File: config.mk
export PLATFORM = sky130hd
export DESIGN_NAME = adcsp_serial_port
export DESIGN_NICKNAME = d
export VERILOG_FILES = /design/src/rtl/adcsp_pkg.sv /design/src/rtl/adcsp_edge_det.sv /design/src/rtl/adcsp_frame_ctrl.sv /design/src/rtl/adcsp_shift_io.sv /design/src/rtl/adcsp_reg_bank.sv /design/src/rtl/adcsp_serial_port.sv
export SDC_FILE = /design/constraint.sdc
export NUM_CORES = 1
export LEC_CHECK = 0
export ABC_AREA = 0
export BUFFER_PORTS_ARGS = -buffer_cell sky130_fd_sc_hd__buf_2
export CORE_MARGIN = 2
export CORE_UTILIZATION = 55
export DETAILED_ROUTE_END_ITERATION = 10
export HOLD_SLACK_MARGIN = 0.06
export PLACE_DENSITY = 0.79
export SYNTH_ARGS = -nofsm -noshare
export SYNTH_HDL_FRONTEND = slang
export SYNTH_SLANG_ARGS = --single-unit
File: constraint.sdc
create_clock -name clk -period 5.02 [get_ports clk]
set_input_delay 0.753 -clock clk [delete_from_list [all_inputs] [get_ports clk]]
set_output_delay 0.753 -clock clk [all_outputs]
set_load 0.02 [all_outputs]
File: src/rtl/adcsp_pkg.sv
package adcsp_pkg;

    localparam int CHAN_W    = 3;
    localparam int RES_W     = 13;
    localparam int ADDR_W    = 2;
    localparam int PAY_W     = 13;
    localparam int FRAME_LEN = 1 + ADDR_W + PAY_W;
    localparam int CTRL_W    = PAY_W - 1;
    localparam int CTRL_EDGE = FRAME_LEN - 1;
    localparam int CNT_W     = $clog2(FRAME_LEN + 1);
    localparam int NUM_REGS  = 1 << ADDR_W;

    typedef enum logic [ADDR_W-1:0] {
        SEL_CTRL = 2'd0,
        SEL_SEQ  = 2'd1,
        SEL_RNGA = 2'd2,
        SEL_RNGB = 2'd3
    } reg_sel_e;

    // Full command word as seen after the last rising edge
    typedef struct packed {
        logic               wr;
        reg_sel_e           sel;
        logic [PAY_W-1:0]   pay;
    } cmd_t;

    // Truncated command word seen one edge early, for the control commit
    typedef struct packed {
        logic               wr;
        reg_sel_e           sel;
        logic [CTRL_W-1:0]  pay;
    } early_cmd_t;

    typedef struct packed {
        logic [CHAN_W-1:0]  chan;
        logic [RES_W-1:0]   res;
    } result_t;

    typedef struct packed {
        logic cs_fall;
        logic sck_rise;
        logic sck_fall;
    } edges_t;

    function automatic cmd_t to_cmd(input logic [FRAME_LEN-1:0] w);
        return cmd_t'(w);
    endfunction

    function automatic early_cmd_t to_early(input logic [FRAME_LEN-2:0] w);
        return early_cmd_t'(w);
    endfunction

endpackage

File: src/rtl/adcsp_edge_det.sv
module adcsp_edge_det
    import adcsp_pkg::*;
(
    input  logic   clk,
    input  logic   rst,
    input  logic   cs_n,
    input  logic   sclk,
    output edges_t edg
);
    logic cs_d;
    logic sck_d;

    always_ff @(posedge clk) begin
        if (rst) begin
            cs_d  <= 1'b1;
            sck_d <= 1'b1;
        end else begin
            cs_d  <= cs_n;
            sck_d <= sclk;
        end
    end

    always_comb begin
        edg.cs_fall  = cs_d & ~cs_n;
        edg.sck_rise = ~sck_d & sclk;
        edg.sck_fall = sck_d & ~sclk;
    end
endmodule

File: src/rtl/adcsp_frame_ctrl.sv
module adcsp_frame_ctrl
    import adcsp_pkg::*;
#(
    parameter int QW = 8
) (
    input  logic          clk,
    input  logic          rst,
    input  edges_t        edg,
    input  logic          cs_n,
    input  logic [QW-1:0] quiet_cycles,
    output logic          load_frame,
    output logic          blank,
    output logic          take_rise,
    output logic          shift_out,
    output logic          ctrl_we,
    output logic          full_we,
    output logic          end_evt,
    output logic          quiet_err
);
    logic             active;
    logic [CNT_W-1:0] cnt;
    logic [QW-1:0]    qcnt;
    logic             abort;
    logic             done;

    always_comb begin
        take_rise  = active & ~cs_n & edg.sck_rise;
        abort      = active & cs_n;
        done       = take_rise & (cnt == CNT_W'(FRAME_LEN - 1));
        end_evt    = abort | done;
        shift_out  = active & ~cs_n & edg.sck_fall & (cnt != '0);
        ctrl_we    = take_rise & (cnt == CNT_W'(CTRL_EDGE - 1));
        full_we    = done;
        load_frame = edg.cs_fall;
        blank      = (qcnt != '0);
    end

    always_ff @(posedge clk) begin
        if (rst) begin
            active    <= 1'b0;
            cnt       <= '0;
            quiet_err <= 1'b0;
        end else if (load_frame) begin
            active <= 1'b1;
            cnt    <= '0;
            if (blank) quiet_err <= 1'b1;
        end else if (end_evt) begin
            active <= 1'b0;
        end else if (take_rise) begin
            cnt <= cnt + 1'b1;
        end
    end

    always_ff @(posedge clk) begin
        if (rst)          qcnt <= '0;
        else if (end_evt) qcnt <= quiet_cycles;
        else if (blank)   qcnt <= qcnt - 1'b1;
    end
endmodule

File: src/rtl/adcsp_shift_io.sv
module adcsp_shift_io
    import adcsp_pkg::*;
(
    input  logic                 clk,
    input  logic                 rst,
    input  logic                 cs_n,
    input  logic                 din,
    input  result_t              word,
    input  logic                 load_frame,
    input  logic                 blank,
    input  logic                 take_rise,
    input  logic                 shift_out,
    input  logic                 end_evt,
    output logic [FRAME_LEN-1:0] in_next,
    output logic                 dout,
    output logic                 dout_oe
);
    logic [FRAME_LEN-1:0] out_sr;
    logic [FRAME_LEN-2:0] in_sr;

    assign in_next = {in_sr, din};
    assign dout    = out_sr[FRAME_LEN-1];

    always_ff @(posedge clk) begin
        if (rst) begin
            out_sr  <= '0;
            dout_oe <= 1'b0;
        end else begin
            dout_oe <= ~cs_n;
            if (load_frame)     out_sr <= blank ? '0 : word;
            else if (end_evt)   out_sr <= '0;
            else if (shift_out) out_sr <= {out_sr[FRAME_LEN-2:0], 1'b0};
        end
    end

    always_ff @(posedge clk) begin
        if (rst)             in_sr <= '0;
        else if (load_frame) in_sr <= '0;
        else if (take_rise)  in_sr <= in_next[FRAME_LEN-2:0];
    end
endmodule

File: src/rtl/adcsp_reg_bank.sv
module adcsp_reg_bank
    import adcsp_pkg::*;
(
    input  logic                               clk,
    input  logic                               rst,
    input  logic                               ctrl_we,
    input  logic                               full_we,
    input  logic [FRAME_LEN-1:0]               in_next,
    output logic [CTRL_W-1:0]                  ctrl_q,
    output logic [NUM_REGS-2:0][PAY_W-1:0]     wide_q
);
    early_cmd_t ecmd;
    cmd_t       fcmd;

    assign ecmd = to_early(in_next[FRAME_LEN-2:0]);
    assign fcmd = to_cmd(in_next);

    always_ff @(posedge clk) begin
        if (rst) ctrl_q <= '0;
        else if (ctrl_we && ecmd.wr && ecmd.sel == SEL_CTRL) ctrl_q <= ecmd.pay;
    end

    for (genvar g = 1; g < NUM_REGS; g++) begin : g_wide
        logic [PAY_W-1:0] r_q;
        always_ff @(posedge clk) begin
            if (rst) r_q <= '0;
            else if (full_we && fcmd.wr && fcmd.sel == reg_sel_e'(g)) r_q <= fcmd.pay;
        end
        assign wide_q[g-1] = r_q;
    end
endmodule

File: src/rtl/adcsp_serial_port.sv
module adcsp_serial_port
    import adcsp_pkg::*;
#(
    parameter int QW = 8
) (
    input  logic              clk,
    input  logic              rst,
    input  logic              cs_n,
    input  logic              sclk,
    input  logic              din,
    output logic              dout,
    output logic              dout_oe,
    input  logic              smp_valid,
    input  logic [CHAN_W-1:0] smp_chan,
    input  logic [RES_W-1:0]  smp_res,
    input  logic [QW-1:0]     quiet_cycles,
    output logic [CTRL_W-1:0] ctrl_reg,
    output logic [PAY_W-1:0]  seq_reg,
    output logic [PAY_W-1:0]  rng1_reg,
    output logic [PAY_W-1:0]  rng2_reg,
    output logic              quiet_err
);
    edges_t                        edg;
    result_t                       held;
    logic                          load_frame, blank, take_rise, shift_out;
    logic                          ctrl_we, full_we, end_evt;
    logic [FRAME_LEN-1:0]          in_next;
    logic [NUM_REGS-2:0][PAY_W-1:0] wide_q;

    // Newest sample; frozen into the shifter on the frame start edge
    always_ff @(posedge clk) begin
        if (rst)            held <= '0;
        else if (smp_valid) held <= '{chan: smp_chan, res: smp_res};
    end

    adcsp_edge_det u_edge (
        .clk (clk), .rst (rst), .cs_n (cs_n), .sclk (sclk), .edg (edg)
    );

    adcsp_frame_ctrl #(.QW(QW)) u_ctrl (
        .clk (clk), .rst (rst), .edg (edg), .cs_n (cs_n),
        .quiet_cycles (quiet_cycles),
        .load_frame (load_frame), .blank (blank), .take_rise (take_rise),
        .shift_out (shift_out), .ctrl_we (ctrl_we), .full_we (full_we),
        .end_evt (end_evt), .quiet_err (quiet_err)
    );

    adcsp_shift_io u_io (
        .clk (clk), .rst (rst), .cs_n (cs_n), .din (din), .word (held),
        .load_frame (load_frame), .blank (blank), .take_rise (take_rise),
        .shift_out (shift_out), .end_evt (end_evt), .in_next (in_next),
        .dout (dout), .dout_oe (dout_oe)
    );

    adcsp_reg_bank u_regs (
        .clk (clk), .rst (rst), .ctrl_we (ctrl_we), .full_we (full_we),
        .in_next (in_next), .ctrl_q (ctrl_reg), .wide_q (wide_q)
    );

    assign seq_reg  = wide_q[0];
    assign rng1_reg = wide_q[1];
    assign rng2_reg = wide_q[2];
endmodule

# Word-level counts from Yosys, hierarchy flattened
# Index checks and enable logic that the tools add are counted.
# word_totals
in_bits	30
regBits	116
elab_cells	60
out_inout_bits	54
# op_classes
eq_ne	5
bitwise	15
mux	8
addsub	2
reduce_logical	15
# op_table
op	n
2-to-1 mux 16 bit	4
2-to-1 mux 8 bit	2
bitwise AND 1 bit	10
== test 5 x 4 -> 1 bit, second input constant	2
nonzero test 8 bit	1
subtractor 8 x 1 -> 8 bit, second input constant	1
logical AND 1 bit	6
adder 5 x 1 -> 5 bit, second input constant	1
nonzero test 5 bit	1
== test 2 bit, second input constant	2
NOT 1 bit	4
AND reduction 2 bit	2
nonzero test 2 bit	2
nonzero test 3 bit	1
== test 2 x 1 -> 1 bit, second input constant	1
zero test 2 bit	1
2-to-1 mux 1 bit	2
OR reduction 2 bit	1
OR 1 bit	1

# Logic depth before layout (Yosys ltp)
# logic_depth
word_depth	7
depth_mapped	10
ltp_nobuf	7

# By module
# A second synthesis with hierarchy kept.
# unflattened
hier_cells	451
hier_area_um2	4908.5
# by_module_without_submodules
module	instances	seq_area_each_um2	cells_each	area_per_inst_um2
adcsp_reg_bank	1	1021.0	182	2059.5
adcsp_shift_io	1	640.6	109	1317.5
adcsp_frame_ctrl	1	300.3	101	878.3
adcsp_serial_port	1	320.3	52	580.6
adcsp_edge_det	1	40.0	7	72.6

# Worst setup path before layout
# No wires, ideal clock.
# synth_path
path_type	register to register
startpoint	reg u_ctrl.cnt[1]
endpoint	reg u_io.out_sr[10]
arrival_ns	1.947
setup_slack_ns	2.987
n_path_buf	3
path_stages_with_launch	11
setup_time_ns	0.086
path_cell_list	dfxtp_1 > ha_1 > and3_1 > ha_1 > nand4b_1 > and3_1 > buf_6 > and2_4 > buf_6 > buf_6 > a221oi_2
# synth_between
elab_chain_len	5
elab_cells_between_ends	8
cone_classes	1 x eq/ne; 2 x mux; 3 x bitwise; 2 x reduce/logical
# synth_rtl
item	line	source
from (decl)	adcsp_frame_ctrl.sv:21	logic [CNT_W-1:0] cnt;
from (signal assigned)	adcsp_frame_ctrl.sv:50	cnt <= cnt + 1'b1;
== test 5 x 4 -> 1 bit	adcsp_frame_ctrl.sv:29	done = take_rise & (cnt == CNT_W'(FRAME_LEN - 1));
bitwise AND 1 bit	adcsp_frame_ctrl.sv:29	
OR 1 bit	adcsp_frame_ctrl.sv:30	end_evt = abort | done;
2-to-1 mux 16 bit	adcsp_shift_io.sv:31	else if (end_evt) out_sr <= '0;
2-to-1 mux 16 bit	adcsp_shift_io.sv:30	if (load_frame) out_sr <= blank ? '0 : word;
to (signal assigned)	adcsp_shift_io.sv:30	
to (signal assigned)	adcsp_shift_io.sv:32	else if (shift_out) out_sr <= {out_sr[FRAME_LEN-2:0], 1'b0};
to (decl)	adcsp_shift_io.sv:18	logic [FRAME_LEN-1:0] out_sr;
# Parallel ways exist; a longest one is shown, timed or not.
# A chain may end at the register's enable or synchronous reset.

# Worst setup path after layout
# layout_path
startpoint	reg u_ctrl.cnt[0]
endpoint	reg u_io.out_sr[4]
# Same word-level chain as after synthesis.

==> results_dict.tcl <==
set metrics [dict create \
    async_flop_share 0 \
    slowest_delay_ps 530 \
    drv_slew 0 \
    crit_chain "ha_1, and3_1, ha_1, nand4b_1, and3_1, and2_4, a221oi_1" \
    cts.clk_slew.worst_paths_ps 60 \
    io_buffers 83 \
    worst_pin_slew_ps 1040 \
    crit_arrival_ps 2810 \
    synth-xor-area-share 0.0129 \
    path_buf_inv 0 \
    rows 33 \
    die_area_um2 9380 \
    synth_adder_area_share 0.0132 \
    dp_cells 683 \
    fillers 665 \
    setup_violations 0 \
    maxCapViolCount 0 \
    fin_skew_ps 8.02 \
    drc 0 \
    grt_pass1_vias 3544 \
    root_buffer "clkbuf_8" \
    synthSimpleGateAreaFrac 0.212 \
    syn-instance-count 531 \
    leakage_nw 2.48 \
    ys_ff_latch 116 \
    yosysWarnings 0 \
    antenna_found_initial 0 \
    instances_no_fill 715 \
    synth_cell_type_count 47 \
    fin_hold_ws_ps 449 \
    hold_class "register to register" \
    critPathSlowestCell "and3_1" \
    tns_ps 0 \
    die_y_um 96.8 \
    cp_max_fo 17 \
    muxShareOfSynthArea 0.0908 \
    synth-main-ff-cell "dfxtp_1" \
    outcome "finished, final reports clean" \
    layout_commonest_cell "dfxtp_1" \
    vias 3840 \
    period_minus_slack_ps 2480 \
    syn_area_per_cell_um2 8.93 \
    syn_area_um2 4740 \
    mostFrequentLayoutCells "dfxtp_1, nand2_1, buf_2" \
    cts_buffers 17 \
    rsz0062_at_grt "false" \
    insertion_delay_ps 510 \
    clock-sinks 116 \
    cts_hold_buf 0 \
    wl_per_cell_um 14.7 \
    start_util 0.571 \
    synth_nets 566 \
    cts_tree "yes" \
    core_um2 8300 \
    drt_iter0_drc 131 \
    final-hold-violation-count 0 \
    fmax_mhz 403 \
    viasPerCell 5.37 \
    crit_required_ps 5350 \
    grt_pass1_wl_um 17300 \
    max_slew_margin 0.304 \
    postLayoutCoreUtil 0.689 \
    gr-total-overflow 0 \
    end_kind "register" \
    nNetsFinal 632 \
    post-cts-setup-buffer-count 0 \
    diodes 0 \
    track_usage 0.226 \
    htreeDepth 4 \
    fin_area_um2 5720 \
    drt-pass1-iter-count 5 \
    powerDensity_nw_per_um2 432 \
    io_pins 84 \
    grt_max_degree 110 \
    die_w_um 96.8 \
    syn2layout_area_growth_pct 20.6 \
    yosysSeqAreaShare 0.490 \
    vdd_drop_max_mv 0.256 \
    synth_edf_count 0 \
    finalWirelength_um 10500 \
    clk_path_buf_depth 2 \
    ant_nets 0 \
    start_kind "register" \
    dpl.hpwl_um 6650 \
    synth_top_family_by_area "simple AND/OR/NAND/NOR gates" \
    fin_crit_sh 0.494 \
    cts_resized 0 \
    place_congestion 0.781 \
    critPathKind "register to register" \
    synth_compound_area_frac 0.126 \
    placed_area_um2 5110 \
    cpLargestDelayFamily "simple AND/OR/NAND/NOR gates" \
    drive_above_1_share 0.216 \
]
## cells in the mapped netlist (5+ instances only)
cell type,instances,share of area
nand2_1,107,0.085
a21oi_1,47,0.050
a221oi_2,10,0.032
mux2i_1,43,0.091
o21ai_0,15,0.016
inv_1,23,0.018
dfxtp_1,116,0.49
nand2b_1,26,0.034
xor2_1,5,0.0092
nor2_1,44,0.035
nand3_1,5,0.0053
a221oi_1,5,0.0092
clkbuf_1,24,0.019
ha_1,5,0.013
## per-stage QoR
stage	total power [mW]	setup WS (ps)
2_1_floorplan	1.23	2990
4_1_cts	2.48	2420
6_report	2.47	2540
3_5_place_dp	1.28	1930
3_3_place_gp	1.27	2040
5_1_grt	2.58	2360
## kinds of logic after synthesis
kind of cell	after synthesis
simple gates	215
flops	116
compound gates	86
buf+inv	59
mux	43
xor+xnor	7
fa+ha+maj	5
## final cells by class
cell class / instances / area [µm²] / share of cell area
repair buffers: 83 / 418 / 0.0731
multi-input cells: 356 / 2160 / 0.378
well taps: 105 / 131 / 0.0230
flip-flops and latches: 116 / 2320 / 0.406
clock buffers: 17 / 414 / 0.0724
clock inverters: 15 / 183 / 0.0320
inverters: 23 / 86.3 / 0.0151
## worst paths after layout
check,cells past startpoint,slack [ps],endpoint,from
max,7,2540,u_io.out_sr[4],u_ctrl.cnt[0]
max reg2reg,7,2540,u_io.out_sr[4],u_ctrl.cnt[0]
min,2,450,u_ctrl.quiet_err,u_ctrl.quiet_err
min reg2reg,2,450,u_ctrl.quiet_err,u_ctrl.quiet_err
## per-layer routing
layer,vias to the layer above,global-route usage,wire [µm],share of wire
li1,1920,-,-,-
met1,1808,0.298,4810,0.46
met2,108,0.355,5140,0.49
met3,4,0.0694,528,0.050
met4,0,0.0726,62,0.0059
met5,-,0,0,0
## sequential cells by signal (all words and copies together), names as in the netlist, 5 cells and up
register           cells
u_ctrl.cnt             5
u_io.out_sr           16
u_regs.ctrl_q         12
u_ctrl.qcnt            8
held                  16
u_regs.g_wide.r_q     39
u_io.in_sr            15
## power by group
group          leakage [nW]  switching (mW)  internal [mW]
sequential            0.943          0.0348          0.968
clock                 0.280           0.444          0.758
combinational          1.26           0.152          0.113
total                  2.48           0.631           1.84
## worst register-to-register path, stage by stage (launching register included)
cell and delay [ps]:
dfxtp_1 350, ha_1 240, and3_1 200, ha_1 230, nand4b_1 230, and3_1 530, and2_4 400, a221oi_1 130
Note: power is estimated with default switching activity, not from simulation.
